File: config.mk
export PLATFORM = sky130hd
export DESIGN_NAME = ifetch_prefetch
export DESIGN_NICKNAME = d
export VERILOG_FILES = /design/src/rtl/pfq_pkg.sv /design/src/rtl/pfq_fetch_ctl.sv /design/src/rtl/pfq_resp_filter.sv /design/src/rtl/pfq_word_queue.sv /design/src/rtl/ifetch_prefetch.sv
export SDC_FILE = /design/constraint.sdc
export NUM_CORES = 1
export LEC_CHECK = 0
export BUFFER_PORTS_ARGS = -buffer_cell sky130_fd_sc_hd__buf_4
export CORE_ASPECT_RATIO = 1.5
export CORE_MARGIN = 2
export CORE_UTILIZATION = 40
export DETAILED_ROUTE_END_ITERATION = 16
export PLACE_DENSITY = 0.69
export SLEW_MARGIN = 40
export SYNTH_ARGS = -nofsm -noshare
export SYNTH_HDL_FRONTEND = slang
export SYNTH_SLANG_ARGS = --single-unit
File: constraint.sdc
create_clock -name clk -period 7.3 [get_ports clk]
set_input_delay 1.46 -clock clk [delete_from_list [all_inputs] [get_ports clk]]
set_output_delay 1.46 -clock clk [all_outputs]
set_load 0.05 [all_outputs]
File: src/rtl/pfq_pkg.sv
package pfq_pkg;

    localparam int DEF_ADDR_W = 22;
    localparam int DEF_WORD_W = 16;
    localparam int DEF_QDEPTH = 8;
    localparam int DEF_TAG_W  = 3;

    typedef enum logic {
        FETCH_NARROW = 1'b0,
        FETCH_WIDE   = 1'b1
    } fwidth_e;

    typedef enum logic [1:0] {
        DISC_NONE     = 2'd0,
        DISC_FLUSH    = 2'd1,
        DISC_REDIRECT = 2'd2
    } disc_e;

    function automatic fwidth_e width_for(input logic addr_lsb);
        return addr_lsb ? FETCH_NARROW : FETCH_WIDE;
    endfunction

    function automatic int unsigned words_of(input fwidth_e w);
        return (w == FETCH_WIDE) ? 2 : 1;
    endfunction

    function automatic disc_e classify(input logic redirect, input logic flush);
        if (redirect) return DISC_REDIRECT;
        if (flush)    return DISC_FLUSH;
        return DISC_NONE;
    endfunction

endpackage

File: src/rtl/pfq_fetch_ctl.sv
module pfq_fetch_ctl
    import pfq_pkg::*;
#(
    parameter int ADDR_W     = DEF_ADDR_W,
    parameter int QDEPTH     = DEF_QDEPTH,
    parameter int TAG_W      = DEF_TAG_W,
    parameter logic [ADDR_W-1:0] RESET_ADDR = '0,
    localparam int CNT_W     = $clog2(QDEPTH + 1),
    localparam int SUM_W     = CNT_W + 2
) (
    input  logic              clk,
    input  logic              rst,
    input  disc_e             disc_i,
    input  logic [ADDR_W-1:0] target_i,
    input  logic [ADDR_W-1:0] resume_i,
    input  logic [CNT_W-1:0]  q_count_i,
    input  logic [CNT_W-1:0]  ret_words_i,
    input  logic              mem_ready_i,
    output logic              mem_req_o,
    output logic [ADDR_W-1:0] mem_addr_o,
    output logic              mem_wide_o,
    output logic [TAG_W-1:0]  epoch_o,
    output logic [CNT_W-1:0]  pend_o
);

    logic [ADDR_W-1:0] fc_q;
    logic [TAG_W-1:0]  epoch_q;
    logic [CNT_W-1:0]  pend_q;
    fwidth_e           width;
    logic [SUM_W-1:0]  need;
    logic [SUM_W-1:0]  claim;
    logic              fits;
    logic              accept;

    assign width  = width_for(fc_q[0]);
    assign need   = SUM_W'(words_of(width));
    assign claim  = SUM_W'(q_count_i) + SUM_W'(pend_q) + need;
    assign fits   = claim <= SUM_W'(QDEPTH);

    assign mem_req_o  = !rst && (disc_i == DISC_NONE) && fits;
    assign accept     = mem_req_o && mem_ready_i;
    assign mem_addr_o = fc_q;
    assign mem_wide_o = (width == FETCH_WIDE);
    assign epoch_o    = epoch_q;
    assign pend_o     = pend_q;

    always_ff @(posedge clk) begin
        if (rst) begin
            fc_q    <= RESET_ADDR;
            epoch_q <= '0;
            pend_q  <= '0;
        end else begin
            unique case (disc_i)
                DISC_REDIRECT: begin
                    fc_q    <= target_i;
                    epoch_q <= epoch_q + 1'b1;
                    pend_q  <= '0;
                end
                DISC_FLUSH: begin
                    fc_q    <= resume_i;
                    epoch_q <= epoch_q + 1'b1;
                    pend_q  <= '0;
                end
                default: begin
                    if (accept) begin
                        fc_q <= fc_q + ADDR_W'(need);
                    end
                    pend_q <= pend_q + (accept ? CNT_W'(need) : '0) - ret_words_i;
                end
            endcase
        end
    end

endmodule

File: src/rtl/pfq_resp_filter.sv
module pfq_resp_filter
    import pfq_pkg::*;
#(
    parameter int WORD_W = DEF_WORD_W,
    parameter int TAG_W  = DEF_TAG_W,
    parameter int QDEPTH = DEF_QDEPTH,
    localparam int CNT_W = $clog2(QDEPTH + 1)
) (
    input  logic                mem_rvalid_i,
    input  logic [2*WORD_W-1:0] mem_rdata_i,
    input  logic [TAG_W-1:0]    mem_rtag_i,
    input  logic [TAG_W-1:0]    epoch_i,
    input  disc_e               disc_i,
    input  logic                push_addr_lsb_i,
    output logic                push_lo_o,
    output logic                push_hi_o,
    output logic [WORD_W-1:0]   lo_word_o,
    output logic [WORD_W-1:0]   hi_word_o,
    output logic [CNT_W-1:0]    ret_words_o
);

    logic    live;
    fwidth_e width;

    assign live  = mem_rvalid_i && (mem_rtag_i == epoch_i) && (disc_i == DISC_NONE);
    assign width = width_for(push_addr_lsb_i);

    assign push_lo_o   = live;
    assign push_hi_o   = live && (width == FETCH_WIDE);
    assign lo_word_o   = mem_rdata_i[WORD_W-1:0];
    assign hi_word_o   = mem_rdata_i[2*WORD_W-1:WORD_W];
    assign ret_words_o = live ? CNT_W'(words_of(width)) : '0;

endmodule

File: src/rtl/pfq_word_queue.sv
module pfq_word_queue
    import pfq_pkg::*;
#(
    parameter int WORD_W = DEF_WORD_W,
    parameter int QDEPTH = DEF_QDEPTH,
    localparam int PTR_W = (QDEPTH > 1) ? $clog2(QDEPTH) : 1,
    localparam int CNT_W = $clog2(QDEPTH + 1)
) (
    input  logic              clk,
    input  logic              rst,
    input  logic              clr_i,
    input  logic              push_lo_i,
    input  logic              push_hi_i,
    input  logic [WORD_W-1:0] lo_word_i,
    input  logic [WORD_W-1:0] hi_word_i,
    input  logic              pop_i,
    output logic [WORD_W-1:0] head_o,
    output logic [CNT_W-1:0]  count_o
);

    logic [WORD_W-1:0] slot_q [QDEPTH];
    logic [PTR_W-1:0]  wr_q;
    logic [PTR_W-1:0]  rd_q;
    logic [PTR_W-1:0]  wr_next;
    logic [CNT_W-1:0]  count_q;
    logic [CNT_W-1:0]  push_n;

    function automatic logic [PTR_W-1:0] bump(input logic [PTR_W-1:0] p);
        return (p == PTR_W'(QDEPTH - 1)) ? '0 : p + 1'b1;
    endfunction

    assign wr_next = bump(wr_q);
    assign push_n  = CNT_W'(push_lo_i) + CNT_W'(push_hi_i);
    assign head_o  = slot_q[rd_q];
    assign count_o = count_q;

    always_ff @(posedge clk) begin
        for (int i = 0; i < QDEPTH; i++) begin
            if (!clr_i && push_lo_i && wr_q == PTR_W'(i)) begin
                slot_q[i] <= lo_word_i;
            end else if (!clr_i && push_hi_i && wr_next == PTR_W'(i)) begin
                slot_q[i] <= hi_word_i;
            end
        end
    end

    always_ff @(posedge clk) begin
        if (rst || clr_i) begin
            wr_q    <= '0;
            rd_q    <= '0;
            count_q <= '0;
        end else begin
            if (push_hi_i) begin
                wr_q <= bump(wr_next);
            end else if (push_lo_i) begin
                wr_q <= wr_next;
            end
            if (pop_i) begin
                rd_q <= bump(rd_q);
            end
            count_q <= count_q + push_n - CNT_W'(pop_i);
        end
    end

endmodule

File: src/rtl/ifetch_prefetch.sv
module ifetch_prefetch
    import pfq_pkg::*;
#(
    parameter int ADDR_W = DEF_ADDR_W,
    parameter int WORD_W = DEF_WORD_W,
    parameter int QDEPTH = DEF_QDEPTH,
    parameter int TAG_W  = DEF_TAG_W,
    parameter logic [ADDR_W-1:0] RESET_ADDR = '0,
    localparam int CNT_W = $clog2(QDEPTH + 1)
) (
    input  logic                clk,
    input  logic                rst,
    input  logic                redirect_i,
    input  logic [ADDR_W-1:0]   redirect_addr_i,
    input  logic                flush_i,
    output logic                mem_req_o,
    output logic [ADDR_W-1:0]   mem_addr_o,
    output logic                mem_wide_o,
    output logic [TAG_W-1:0]    mem_tag_o,
    input  logic                mem_ready_i,
    input  logic                mem_rvalid_i,
    input  logic [2*WORD_W-1:0] mem_rdata_i,
    input  logic [TAG_W-1:0]    mem_rtag_i,
    output logic                dec_valid_o,
    output logic [WORD_W-1:0]   dec_word_o,
    output logic [ADDR_W-1:0]   dec_addr_o,
    input  logic                dec_take_i
);

    disc_e             disc;
    logic [ADDR_W-1:0] dc_q;
    logic [ADDR_W-1:0] push_addr;
    logic [CNT_W-1:0]  q_count;
    logic [CNT_W-1:0]  pend;
    logic [CNT_W-1:0]  ret_words;
    logic [TAG_W-1:0]  epoch;
    logic              push_lo;
    logic              push_hi;
    logic [WORD_W-1:0] lo_word;
    logic [WORD_W-1:0] hi_word;
    logic              pop;

    assign disc      = classify(redirect_i, flush_i);
    assign push_addr = dc_q + ADDR_W'(q_count);
    assign pop       = dec_take_i && dec_valid_o && (disc == DISC_NONE);

    assign dec_valid_o = (q_count != '0);
    assign dec_addr_o  = dc_q;
    assign mem_tag_o   = epoch;

    pfq_fetch_ctl #(
        .ADDR_W     (ADDR_W),
        .QDEPTH     (QDEPTH),
        .TAG_W      (TAG_W),
        .RESET_ADDR (RESET_ADDR)
    ) fetch_i (
        .clk         (clk),
        .rst         (rst),
        .disc_i      (disc),
        .target_i    (redirect_addr_i),
        .resume_i    (dc_q),
        .q_count_i   (q_count),
        .ret_words_i (ret_words),
        .mem_ready_i (mem_ready_i),
        .mem_req_o   (mem_req_o),
        .mem_addr_o  (mem_addr_o),
        .mem_wide_o  (mem_wide_o),
        .epoch_o     (epoch),
        .pend_o      (pend)
    );

    pfq_resp_filter #(
        .WORD_W (WORD_W),
        .TAG_W  (TAG_W),
        .QDEPTH (QDEPTH)
    ) filt_i (
        .mem_rvalid_i    (mem_rvalid_i),
        .mem_rdata_i     (mem_rdata_i),
        .mem_rtag_i      (mem_rtag_i),
        .epoch_i         (epoch),
        .disc_i          (disc),
        .push_addr_lsb_i (push_addr[0]),
        .push_lo_o       (push_lo),
        .push_hi_o       (push_hi),
        .lo_word_o       (lo_word),
        .hi_word_o       (hi_word),
        .ret_words_o     (ret_words)
    );

    pfq_word_queue #(
        .WORD_W (WORD_W),
        .QDEPTH (QDEPTH)
    ) queue_i (
        .clk       (clk),
        .rst       (rst),
        .clr_i     (disc != DISC_NONE),
        .push_lo_i (push_lo),
        .push_hi_i (push_hi),
        .lo_word_i (lo_word),
        .hi_word_i (hi_word),
        .pop_i     (pop),
        .head_o    (dec_word_o),
        .count_o   (q_count)
    );

    always_ff @(posedge clk) begin
        if (rst) begin
            dc_q <= RESET_ADDR;
        end else if (disc == DISC_REDIRECT) begin
            dc_q <= redirect_addr_i;
        end else if (pop) begin
            dc_q <= dc_q + 1'b1;
        end
    end

endmodule

==> results.ini <==
[place]
port_buffers = 129
gp_congestion = 0.821
place_ws_ns = 2.55
hpwlAfterDp_um = 18000

[detailed_routing]
routed_wl_um = 27100
wl_per_cell_um = 20.2
viasPerCell = 5.59
firstDrtPassIters = 5
vias = 7500
drtAntennaViolNets = 0
first_iter_violations = 333
drc = 0

[global_routing]
grt_max_degree = 45
antenna_found_initial = 0
grt_pass1_vias = 7781
grt_pass1_wl_um = 43100
grt_util_all_layers_pct = 19.4
grt_overflow = 0

[synth]
synth_compound_area_share_pct = 8.00
postSynthCellCount = 873
ys_seq_elements = 192
synth_fp_nets = 973
synthMuxAreaShare_pct = 23.1
synth_seq_area_share_pct = 47.2
synth_common_cells = 132 x mux2_2, 128 x edfxtp_1, 65 x nand2_1
synth_ff_type = edfxtp_1
synth-simple-area-share_pct = 10.3
synth_enable_flop_cells = 128
synth_fa_ha_area_share_pct = 4.56
synthTopCellsByArea = edfxtp_1 35%, mux2_2 14%, dfxtp_1 12%
yosys.area.top_type = edfxtp_1
synth_area_per_cell_um2 = 12.4
synthXorXnorAreaFrac_pct = 3.39
yosysMostFrequentCell = mux2_2
syn-cell-area_um2 = 10900
synth_top_family_by_area = multiplexers
synth_async_sr_flop_share_pct = 0
yosysUniqueCellTypes = 70
yosys_warnings = 0
synth_top_area_share_pct = 35.4

[power]
leakage_nw = 4.56
power_density_nw_per_um2 = 192
irDropWorstVdd_v = 0.000164
p_total_mw = 2.45

[job]
cap_violations = 0

[floorplanning]
num_io_pins = 130
coreArea_um2 = 26600
dieHeight_um = 206
die-area_um2 = 28500
rows = 73
die_w_um = 139
initial_core_util_pct = 40.9

[final_layout]
nFillCells = 2372
drive_gt1_share_pct = 37.5
n_antenna_cell = 0
synthToLayoutAreaGrowth_pct = 17.4
nNetsFinal = 1092

[sta]
rsz0062_at_grt = false
relSlewSlack_pct = 46.3
fin_tns_setup_ns = 0
tightest_slew_ns = 0.801
finalCriticalPeriod_ns = 4.99
setup_violations = 0
setup_slack_ns = 2.31
min_period_over_period_pct = 68.3
finalClockSkew_ns = 0.00868
clock.fmax_mhz = 201
finalMaxSlewViolations = 0
hold_violations = 0

[worst_setup_path]
critPathCaptureType = primary output
cp_max_fo = 5
cp.arrival_ns = 3.53
worstPathRequired_ns = 5.84
r2r_slack_ns = 2.67
start_kind = flip-flop
path_class = flip-flop to primary output

[cts]
cts.sinks = 192
clk_pin_slew_ns = 0.08
cts_made_buffers = 17
post_cts_resized = 0
ctsHoldBuffers = 0
htree_levels = 4
cts_root_buf = clkbuf_16
cts_tree = done
postCtsSetupRepairBufs = 0
cts_buffer_depth = 2
clock_latency_ns = 0.44

[min_path]
hold_class = flip-flop to flip-flop

[status]
status = complete, no violations

[power by group]
part | internal [mW] | switching, mW
clock | 0.492 | 0.470
combinational | 0.115 | 0.171
sequential | 1.18 | 0.0296
total | 1.78 | 0.671
[final cells by class]
| class | instances | area, um2 | area share [%] |
|---|---|---|---|
| repair buffers | 146 | 1110 | 8.68 |
| flip-flops and latches | 192 | 5130 | 40.2 |
| well taps | 337 | 422 | 3.31 |
| multi-input cells | 610 | 5400 | 42.3 |
| clock buffers | 17 | 425 | 3.34 |
| clock inverters | 15 | 176 | 1.38 |
| inverters | 25 | 93.8 | 0.736 |
[critical path, stage by stage (launching register included)]
cell and delay (ns):
dfxtp_1 0.50, ha_1 0.25, fa_1 0.47, ha_1 0.32
a21oi_1 0.15, nand3_1 0.09, or4_4 0.44, a311oi_4 0.44
nor2_1 0.07, nor2_1 0.13, buf_4 0.23
[per-stage QoR]
stage	hold WS, ns	instances	util [%]	area (um2)
finish	0.510	1342	48.0	12800
global route	0.534	1342	48.0	12800
CTS	0.517	1342	47.9	12700
detailed placement	0.505	1310	45.7	12100
global placement	0.507	1307	45.5	12100
floorplan	0.455	873	-	10900
[sequential cells by signal, summed over array words and instances, names as in the netlist, named ones only]
register	flops
fetch_i.epoch_o	3
queue_i.wr_q	3
fetch_i.pend_o	4
queue_i.slot_q	128
queue_i.rd_q	3
fetch_i.mem_addr_o	22
queue_i.count_o	4
dec_addr_o	22
[layer usage]
layer  wire length (um)  track usage, %  part of all wire (%)  vias up
li1                   -               -                     -     3518
met1              10600            22.4                    39     3666
met2              14200            35.7                    53      266
met3               1610            3.87                   5.9       50
met4                648            7.11                   2.4        0
met5                  0               0                     0        -
[placed cells by master (no fill, tap or decap), types with 13 or more instances in the layout]
| master | instances |
|---|---|
| edfxtp_1 | 128 |
| mux4_2 | 32 |
| o21ai_0 | 24 |
| xnor2_1 | 23 |
| xor2_1 | 18 |
| nor3_1 | 13 |
| mux2_1 | 13 |
| nand4_1 | 15 |
| ha_1 | 30 |
| buf_4 | 143 |
| nor2_1 | 53 |
| mux2_2 | 132 |
| nand2_1 | 65 |
| dfxtp_1 | 62 |
| mux2i_1 | 16 |
| and3_1 | 14 |
| a21oi_1 | 31 |
| nand3_1 | 18 |
| clkbuf_16 | 17 |
| inv_1 | 23 |
[worst paths after layout]
check,startpoint,endpoint,cells after the start
max,queue_i.count_o[0],mem_req_o,10
min,queue_i.rd_q[2],flip-flop,2
max reg2reg,queue_i.count_o[0],fetch_i.pend_o[3],15
min reg2reg,queue_i.rd_q[2],flip-flop,2
[logic make-up after synthesis]
family,count (synthesis)
compound gates,123
xor+xnor,42
mux,193
flops,192
fa+ha+maj,36
buf+inv,71
simple gates,216
No activity file was read; power rests on OpenSTA's default activity.
